`src/rtl/i2c_eeprom_pkg.sv`:
```
package i2c_eeprom_pkg;

  localparam logic [3:0] DEV_PREFIX = 4'b1010;
  localparam int         EXT_BITS   = 3;

  typedef enum logic [2:0] {
    PH_IDLE,
    PH_DEV,
    PH_WORD,
    PH_WDATA,
    PH_ACK,
    PH_RDATA,
    PH_MACK
  } phase_t;

  // Address byte match: prefix nibble plus the extension bits that act as chip selects.
  function automatic logic dev_match(input logic [7:0] b,
                                     input logic [EXT_BITS-1:0] pins,
                                     input int n_int);
    logic ok;
    ok = (b[7:4] == DEV_PREFIX);
    for (int i = 0; i < EXT_BITS; i++) begin
      if (i >= n_int && b[i+1] != pins[i]) ok = 1'b0;
    end
    return ok;
  endfunction

endpackage

```
`src/rtl/i2c_bus_sampler.sv`:
```
module i2c_bus_sampler (
  input  logic clk,
  input  logic rst_n,
  input  logic scl_i,
  input  logic sda_i,
  output logic sda_s,
  output logic scl_rise,
  output logic scl_fall,
  output logic start_evt,
  output logic stop_evt
);

  logic scl_m, scl_s, scl_d;
  logic sda_m, sda_d;

  always_ff @(posedge clk or negedge rst_n) begin
    if (!rst_n) begin
      scl_m <= 1'b1;
      scl_s <= 1'b1;
      scl_d <= 1'b1;
      sda_m <= 1'b1;
      sda_s <= 1'b1;
      sda_d <= 1'b1;
    end else begin
      scl_m <= scl_i;
      scl_s <= scl_m;
      scl_d <= scl_s;
      sda_m <= sda_i;
      sda_s <= sda_m;
      sda_d <= sda_s;
    end
  end

  assign scl_rise  = scl_s & ~scl_d;
  assign scl_fall  = ~scl_s & scl_d;
  assign start_evt = scl_s & scl_d & sda_d & ~sda_s;
  assign stop_evt  = scl_s & scl_d & ~sda_d & sda_s;

endmodule

```
`src/rtl/i2c_eeprom_store.sv`:
```
module i2c_eeprom_store #(
  parameter  int AW         = 8,
  parameter  int PAGE_BYTES = 16,
  parameter  int WR_CYCLES  = 2000,
  localparam int PB         = $clog2(PAGE_BYTES),
  localparam int DEPTH      = 1 << AW,
  localparam int CW         = $clog2(WR_CYCLES + 1)
) (
  input  logic             clk,
  input  logic             rst_n,
  input  logic             buf_we,
  input  logic [PB-1:0]    buf_off,
  input  logic [7:0]       buf_din,
  input  logic             buf_clr,
  input  logic             commit,
  input  logic [AW-PB-1:0] commit_page,
  input  logic [AW-1:0]    rd_addr,
  output logic [7:0]       rd_data,
  output logic             busy
);

  logic [7:0]            mem  [DEPTH];
  logic [7:0]            pbuf [PAGE_BYTES];
  logic [PAGE_BYTES-1:0] pvalid;
  logic [CW-1:0]         wait_cnt;

  always_ff @(posedge clk or negedge rst_n) begin
    if (!rst_n) begin
      pvalid   <= '0;
      wait_cnt <= '0;
    end else begin
      if (commit) begin
        pvalid   <= '0;
        wait_cnt <= CW'(WR_CYCLES);
      end else begin
        if (wait_cnt != '0) wait_cnt <= wait_cnt - 1'b1;
        if (buf_clr)       pvalid <= '0;
        else if (buf_we)   pvalid[buf_off] <= 1'b1;
      end
    end
  end

  always_ff @(posedge clk) begin
    if (buf_we) pbuf[buf_off] <= buf_din;
    for (int i = 0; i < PAGE_BYTES; i++) begin
      if (commit && pvalid[i]) mem[{commit_page, PB'(i)}] <= pbuf[i];
    end
  end

  assign rd_data = mem[rd_addr];
  assign busy    = (wait_cnt != '0);

endmodule

```
`src/rtl/i2c_eeprom_ctrl.sv`:
```
module i2c_eeprom_ctrl
  import i2c_eeprom_pkg::*;
#(
  parameter  int INT_BITS   = 0,
  parameter  int PAGE_BYTES = 16,
  localparam int AW         = 8 + INT_BITS,
  localparam int PB         = $clog2(PAGE_BYTES)
) (
  input  logic                clk,
  input  logic                rst_n,
  input  logic                sda_s,
  input  logic                scl_rise,
  input  logic                scl_fall,
  input  logic                start_evt,
  input  logic                stop_evt,
  input  logic [EXT_BITS-1:0] pins_i,
  input  logic                busy_i,
  input  logic [7:0]          rd_data_i,
  output logic                sda_oe,
  output logic [AW-1:0]       rd_addr,
  output logic                buf_we,
  output logic [PB-1:0]       buf_off,
  output logic [7:0]          buf_din,
  output logic                buf_clr,
  output logic                commit,
  output logic [AW-PB-1:0]    commit_page
);

  phase_t        ph, nxt_ph;
  logic [3:0]    bit_cnt;
  logic [7:0]    sh;
  logic [AW-1:0] cur_addr;
  logic          wr_pending;
  logic          byte_in_done;

  function automatic logic [AW-1:0] with_hi(input logic [AW-1:0] a, input logic [7:0] dev);
    logic [AW-1:0] r;
    r = a;
    for (int i = 0; i < INT_BITS; i++) r[8+i] = dev[1+i];
    return r;
  endfunction

  function automatic logic [AW-1:0] with_low(input logic [AW-1:0] a, input logic [7:0] w);
    logic [AW-1:0] r;
    r      = a;
    r[7:0] = w;
    return r;
  endfunction

  function automatic logic [AW-1:0] page_next(input logic [AW-1:0] a);
    logic [AW-1:0] r;
    r         = a;
    r[PB-1:0] = a[PB-1:0] + 1'b1;
    return r;
  endfunction

  assign byte_in_done = scl_fall && (bit_cnt == 4'd8);

  always_ff @(posedge clk or negedge rst_n) begin
    if (!rst_n) begin
      ph         <= PH_IDLE;
      nxt_ph     <= PH_IDLE;
      bit_cnt    <= '0;
      sh         <= '0;
      cur_addr   <= '0;
      wr_pending <= 1'b0;
      sda_oe     <= 1'b0;
      commit     <= 1'b0;
    end else begin
      commit <= 1'b0;
      if (start_evt) begin
        ph         <= PH_DEV;
        bit_cnt    <= '0;
        sda_oe     <= 1'b0;
        wr_pending <= 1'b0;
      end else if (stop_evt) begin
        commit     <= wr_pending;
        wr_pending <= 1'b0;
        ph         <= PH_IDLE;
        sda_oe     <= 1'b0;
      end else begin
        case (ph)
          PH_DEV, PH_WORD, PH_WDATA: begin
            if (scl_rise && bit_cnt != 4'd8) begin
              sh      <= {sh[6:0], sda_s};
              bit_cnt <= bit_cnt + 1'b1;
            end else if (byte_in_done) begin
              bit_cnt <= '0;
              ph      <= PH_ACK;
              sda_oe  <= 1'b1;
              if (ph == PH_DEV) begin
                if (dev_match(sh, pins_i, INT_BITS) && !busy_i) begin
                  cur_addr <= with_hi(cur_addr, sh);
                  nxt_ph   <= sh[0] ? PH_RDATA : PH_WORD;
                end else begin
                  ph     <= PH_IDLE;
                  sda_oe <= 1'b0;
                end
              end else if (ph == PH_WORD) begin
                cur_addr <= with_low(cur_addr, sh);
                nxt_ph   <= PH_WDATA;
              end else begin
                cur_addr   <= page_next(cur_addr);
                wr_pending <= 1'b1;
                nxt_ph     <= PH_WDATA;
              end
            end
          end
          PH_ACK: begin
            if (scl_fall) begin
              if (nxt_ph == PH_RDATA) begin
                sh       <= rd_data_i;
                sda_oe   <= ~rd_data_i[7];
                cur_addr <= cur_addr + 1'b1;
                bit_cnt  <= 4'd1;
                ph       <= PH_RDATA;
              end else begin
                sda_oe  <= 1'b0;
                bit_cnt <= '0;
                ph      <= nxt_ph;
              end
            end
          end
          PH_RDATA: begin
            if (scl_fall) begin
              if (bit_cnt == 4'd8) begin
                sda_oe <= 1'b0;
                ph     <= PH_MACK;
              end else begin
                sda_oe  <= ~sh[6];
                sh      <= {sh[6:0], 1'b0};
                bit_cnt <= bit_cnt + 1'b1;
              end
            end
          end
          PH_MACK: begin
            if (scl_rise && sda_s) begin
              ph <= PH_IDLE;
            end else if (scl_fall) begin
              sh       <= rd_data_i;
              sda_oe   <= ~rd_data_i[7];
              cur_addr <= cur_addr + 1'b1;
              bit_cnt  <= 4'd1;
              ph       <= PH_RDATA;
            end
          end
          default: ;
        endcase
      end
    end
  end

  always_comb begin
    buf_we      = (ph == PH_WDATA) && byte_in_done && !start_evt && !stop_evt;
    buf_off     = cur_addr[PB-1:0];
    buf_din     = sh;
    buf_clr     = start_evt;
    rd_addr     = cur_addr;
    commit_page = cur_addr[AW-1:PB];
  end

endmodule

```
`src/rtl/i2c_eeprom_slave.sv`:
```
module i2c_eeprom_slave
  import i2c_eeprom_pkg::*;
#(
  parameter int INT_BITS   = 0,
  parameter int PAGE_BYTES = 16,
  parameter int WR_CYCLES  = 2000
) (
  input  logic       clk,
  input  logic       rst_n,
  input  logic       scl_i,
  input  logic       sda_i,
  output logic       sda_oe,
  input  logic [2:0] addr_pins_i
);

  localparam int AW = 8 + INT_BITS;
  localparam int PB = $clog2(PAGE_BYTES);

  logic             sda_s_w;
  logic             scl_rise_w, scl_fall_w;
  logic             start_w, stop_w;
  logic             busy_w, commit_w;
  logic             buf_we_w, buf_clr_w;
  logic [PB-1:0]    buf_off_w;
  logic [7:0]       buf_din_w, rd_data_w;
  logic [AW-1:0]    rd_addr_w;
  logic [AW-PB-1:0] commit_page_w;

  i2c_bus_sampler u_sampler (
    .clk       (clk),
    .rst_n     (rst_n),
    .scl_i     (scl_i),
    .sda_i     (sda_i),
    .sda_s     (sda_s_w),
    .scl_rise  (scl_rise_w),
    .scl_fall  (scl_fall_w),
    .start_evt (start_w),
    .stop_evt  (stop_w)
  );

  i2c_eeprom_ctrl #(
    .INT_BITS   (INT_BITS),
    .PAGE_BYTES (PAGE_BYTES)
  ) u_ctrl (
    .clk         (clk),
    .rst_n       (rst_n),
    .sda_s       (sda_s_w),
    .scl_rise    (scl_rise_w),
    .scl_fall    (scl_fall_w),
    .start_evt   (start_w),
    .stop_evt    (stop_w),
    .pins_i      (addr_pins_i),
    .busy_i      (busy_w),
    .rd_data_i   (rd_data_w),
    .sda_oe      (sda_oe),
    .rd_addr     (rd_addr_w),
    .buf_we      (buf_we_w),
    .buf_off     (buf_off_w),
    .buf_din     (buf_din_w),
    .buf_clr     (buf_clr_w),
    .commit      (commit_w),
    .commit_page (commit_page_w)
  );

  i2c_eeprom_store #(
    .AW         (AW),
    .PAGE_BYTES (PAGE_BYTES),
    .WR_CYCLES  (WR_CYCLES)
  ) u_store (
    .clk         (clk),
    .rst_n       (rst_n),
    .buf_we      (buf_we_w),
    .buf_off     (buf_off_w),
    .buf_din     (buf_din_w),
    .buf_clr     (buf_clr_w),
    .commit      (commit_w),
    .commit_page (commit_page_w),
    .rd_addr     (rd_addr_w),
    .rd_data     (rd_data_w),
    .busy        (busy_w)
  );

endmodule

```
`config.mk`:
```
export PLATFORM = sky130hd
export DESIGN_NAME = i2c_eeprom_slave
export DESIGN_NICKNAME = d
export VERILOG_FILES = /design/src/rtl/i2c_eeprom_pkg.sv /design/src/rtl/i2c_bus_sampler.sv /design/src/rtl/i2c_eeprom_store.sv /design/src/rtl/i2c_eeprom_ctrl.sv /design/src/rtl/i2c_eeprom_slave.sv
export SDC_FILE = /design/constraint.sdc
export NUM_CORES = 2
export LEC_CHECK = 0
export ABC_AREA = 1
export CAP_MARGIN = 30
export CORE_ASPECT_RATIO = 1.5
export CORE_MARGIN = 8
export CORE_UTILIZATION = 38
export CTS_CLUSTER_DIAMETER = 30
export DETAILED_ROUTE_END_ITERATION = 8
export HOLD_SLACK_MARGIN = 0.06
export PLACE_DENSITY = 0.49
export SLEW_MARGIN = 20
export SYNTH_ARGS = -nofsm -noshare
export SYNTH_HDL_FRONTEND = slang
export SYNTH_SLANG_ARGS = --single-unit
```
`constraint.sdc`:
```
create_clock -name clk -period 3.26 [get_ports clk]
set_input_delay 0.489 -clock clk [delete_from_list [all_inputs] [get_ports clk]]
set_output_delay 0.489 -clock clk [all_outputs]
set_load 0.1 [all_outputs]
```
==> summary.md <==
| Metric | Value |
|---|---|
| Area leader, netlist | `edfxtp_1` |
| Fin crit period | `3281 ps` |
| Peak VDD IR | `555.3 uV` |
| Combinational power share | `0.319` |
| Filler Cells Inserted | `21,120` |
| IO Pins | `8` |
| Seq/Total Area, Yosys | `0.7462` |
| Critical Path RT | `4080 ps` |
| Multi-input logic area | `19,790 sq um` |
| Failing checks | `setup timing` |
| Post-synth ARST share | `0.02770` |
| CTS Sinks | `2,238` |
| CP most frequent cell | `nand2_1` |
| Nets@finish | `8,178` |
| Worst setup SP type | `flip-flop` |
| CP Class | `flip-flop to flip-flop` |
| Initial antenna violation count | `32` |
| Detailed Place HPWL | `269,400 microns` |
| Worst path cell trace | `buf_16 -> buf_16 -> buf_12 -> o21ai_1 -> o21ai_0 -> nand2_2 -> nand2_2 -> nor2_1 -> nor2_1 -> nor2_4 -> nand2_1 -> nand2_1 -> nand2_1 -> nor2_4 -> buf_6 -> nand2_1 -> nand2_1 -> nand2_1 -> nand2_1` |
| Drt first pass iters | `8` |
| Wire per inst | `34.25 microns` |
| Net Sw Frac | `0.3708` |
| Status | `finished with violations` |
| Slew margin rel. | `0.3024` |
| Clock Pin Slew Worst Setup and Hold Paths | `50 ps` |
| Top cell type's share of synthesized area | `0.7288` |
| Final Wtd Congestion | `1.020` |
| Leak | `40.34 nW` |
| Mapped Cells | `7,416` |
| Layout cell share with drive strength beyond 1 | `0.1779` |
| Die H | `610.9 microns` |
| Die width | `412.6 microns` |
| Vias | `65,230` |
| Worst Reg-to-Reg Cells | `19` |
| Crit path capture type | `flip-flop` |
| Final slew viol count | `0` |
| 1st-iter DRT viols | `8,525` |
| Area occupied by registers | `66,910 sq um` |
| Final Hold Fails | `0` |
| Core ar. | `234,800 sq um` |
| Internal power | `67.49 mW` |
| First-pass GRT wire length | `530,900 microns` |
| Number of enable flip-flop cells after synthesis | `2,176` |
| Clock group share of total power | `0.385` |
| Post-route DRC | `0` |
| Clk buf depth | `4` |
| Crit share post-route | `1.007` |
| Num rows | `218` |
| Via density | `5.636` |
| Setup violations, final | `1` |
| Maxcap violations | `0` |
| Power per Cell Area | `958.8 nW/um^2` |
| Top delay family on crit path | `simple AND/OR/NAND/NOR gates` |
| Largest net degree at the start of global routing | `77` |
| CTS tree | `done` |
| Psw | `39.78 mW` |
| Die Footprint | `252,000 sq um` |
| Least-Margin Pin Slew | `1046 ps` |
| Yosys reg bits | `2,238` |
| Layout area overhead | `24.78%` |
| Final WL | `396,400 microns` |
| Syn_nets | `7,430` |
| Warnings from Yosys | `0` |
| Flop pwr share | `0.296` |
| Worst endpoint data arrival time | `4100 ps` |
| Post-synthesis cell area | `89,650 sq um` |
| Tot GR Track Use | `0.3057` |
| H-tree depth | `5` |
| Clk root buf | `clkbuf_16` |
| Min-Delay Path Class | `input pin to asynchronous set/reset pin` |
| Total power | `107.3 mW` |
| Most used DFF post-synth | `edfxtp_1` |
| Fin area | `111,900 sq um` |
| CP max stage delay | `560 ps` |
| CTS Buf Count | `386` |
| Congestion Overflow GR | `0` |
| Placed cell area | `98,330 sq um` |
| Mean Syn Cell Area | `12.09 sq um` |
| Latest clock arrival within the worst-skew pair | `900 ps` |
| Final ANT Viol Nets | `0` |
| Final Skew | `73.28 ps` |
| Max frequency | `0.3048 GHz` |
| Vias in the first global route | `63,490` |
| Slowest CP cell | `dfrtp_4` |
| Critical path depth in cells | `19` |
| Crit Path Max Fanout | `30` |
| Buffers on Ports | `7` |
| Slack of the critical path | `-21.38 ps` |
| Yosys cell types | `45` |
| RSZ-0062 raised after global routing | `true` |
| Worst path bufs/invs | `4` |
| Initial cell density of the core | `0.3817` |
| Largest cells by area after synthesis | `edfxtp_1 73%, nor2_1 6.6%, nand2_1 5.7%` |
worst reg2reg max path, delay by kind of cell (launching register included):
kind                   cells  cell delay, ps
and+or+nand+nor           13            1530
AOI/OAI and AO/OA          2             370
DFF                        1             560
buffers and inverters      4             770
power by group through the flow:
stage               clock [mW]  combinational [mW]  sequential [mW]
finish                    41.3                34.2             31.8
global route              42.8                35.5             31.8
CTS                       41.6                33.3             31.8
detailed placement           0                32.9             32.4
global placement             0                32.9             32.4
floorplan                    0                15.5             32.4
state kept, by name, indices dropped and copies added, names as in the netlist, 3 cells and up:
signal / count
u_store.mem: 2048
u_ctrl.nxt_ph: 3
u_ctrl.buf_din: 8
u_ctrl.ph: 3
u_store.pbuf: 128
u_ctrl.rd_addr: 8
u_store.wait_cnt: 11
u_ctrl.bit_cnt: 4
u_store.pvalid: 16
kinds of logic after synthesis:
kind of cell,after synthesis,synth area share
compound gates,1446,0.08693
xor+xnor,1,0.00009771
fa+ha+maj,7,0.0009769
buf+inv,644,0.03390
flops,2238,0.7462
simple gates,3080,0.1319
cells in the mapped netlist (15+ instances only):
library cell,number
edfxtp_1,2176
nor2_1,1579
nand2_1,1362
o21ai_0,947
o22ai_1,319
inv_1,191
clkbuf_1,188
buf_2,152
o21ai_1,97
nand3_1,69
dfrtp_1,56
nand4_1,42
a21oi_1,40
buf_4,40
buf_6,37
buf_1,26
o21ba_2,16
nor3_1,15
path summary, 6_finish.rpt:
check / from / slack (ps) / endpoint
min in group clk: u_sampler.scl_m$_DFF_PN1_ / 350 / u_sampler.scl_s$_DFF_PN1_
worst max register to register: u_ctrl.rd_addr[0]$_DFFE_PN0P_ / -20 / u_ctrl.sda_oe$_DFFE_PN0P_
worst max-delay path: u_ctrl.rd_addr[0]$_DFFE_PN0P_ / -20 / u_ctrl.sda_oe$_DFFE_PN0P_
max in group asynchronous: rst_n / 2160 / u_sampler.scl_m$_DFF_PN1_
worst min-delay path: rst_n / 250 / u_ctrl.buf_din[4]$_DFFE_PN0P_
worst min register to register: u_sampler.scl_m$_DFF_PN1_ / 350 / u_sampler.scl_s$_DFF_PN1_
cell type report:
cell class              instances  share of cell area
multi-input cells            4534              0.1769
inverters                     200            0.006990
well taps                    3080             0.03445
clock buffers                 414             0.08880
repair buffers                804             0.06513
flip-flops and latches       2238              0.5981
diodes                          7           0.0001566
clock inverters               296             0.02945
what timing repair did:
action                     in CTS  in global routing
hold endpoints to repair       39                  0
hold buffers                    3                  0
pin swaps                       3                  4
setup buffers                   8                  0
gates cloned                    2                  1
setup endpoints to repair       2                  5
resized for setup              15                 17
metrics by stage:
step | setup slack [ps] | utilization | TNS [ps] | hold WS (ps) | cells
after detailed placement | -539.9 | 0.4187 | -1056 | 350.6 | 10840
after global placement | -597.6 | 0.4177 | -1170 | 348.0 | 10830
after global routing | -51.47 | 0.4763 | -87.87 | 276.9 | 11570
after floorplan | 931.5 | - | 0 | 193.4 | 7416
final | -21.38 | 0.4764 | -21.38 | 246.3 | 11570
after CTS | 0.5485 | 0.4759 | 0 | 222.5 | 11560
layout by cell type (no fill, tap or decap), types with 75 or more instances in the layout:
cell,instances
nor2_1,1570
o21ai_1,101
buf_4,699
nand2_1,1350
o21ai_0,943
o22ai_1,319
buf_12,75
edfxtp_1,2176
inv_1,190
clkbuf_16,395
routing by layer:
layer | wire length (microns) | vias up | part of all wire | GRT usage
met5 | 32 | - | 0.000081 | 0
met4 | 35630 | 4 | 0.090 | 0.2231
met3 | 30540 | 983 | 0.077 | 0.05053
met2 | 186900 | 3629 | 0.47 | 0.4988
met1 | 143200 | 32830 | 0.36 | 0.3653
li1 | - | 27780 | - | -
Note: power is estimated with default switching activity, not from simulation.
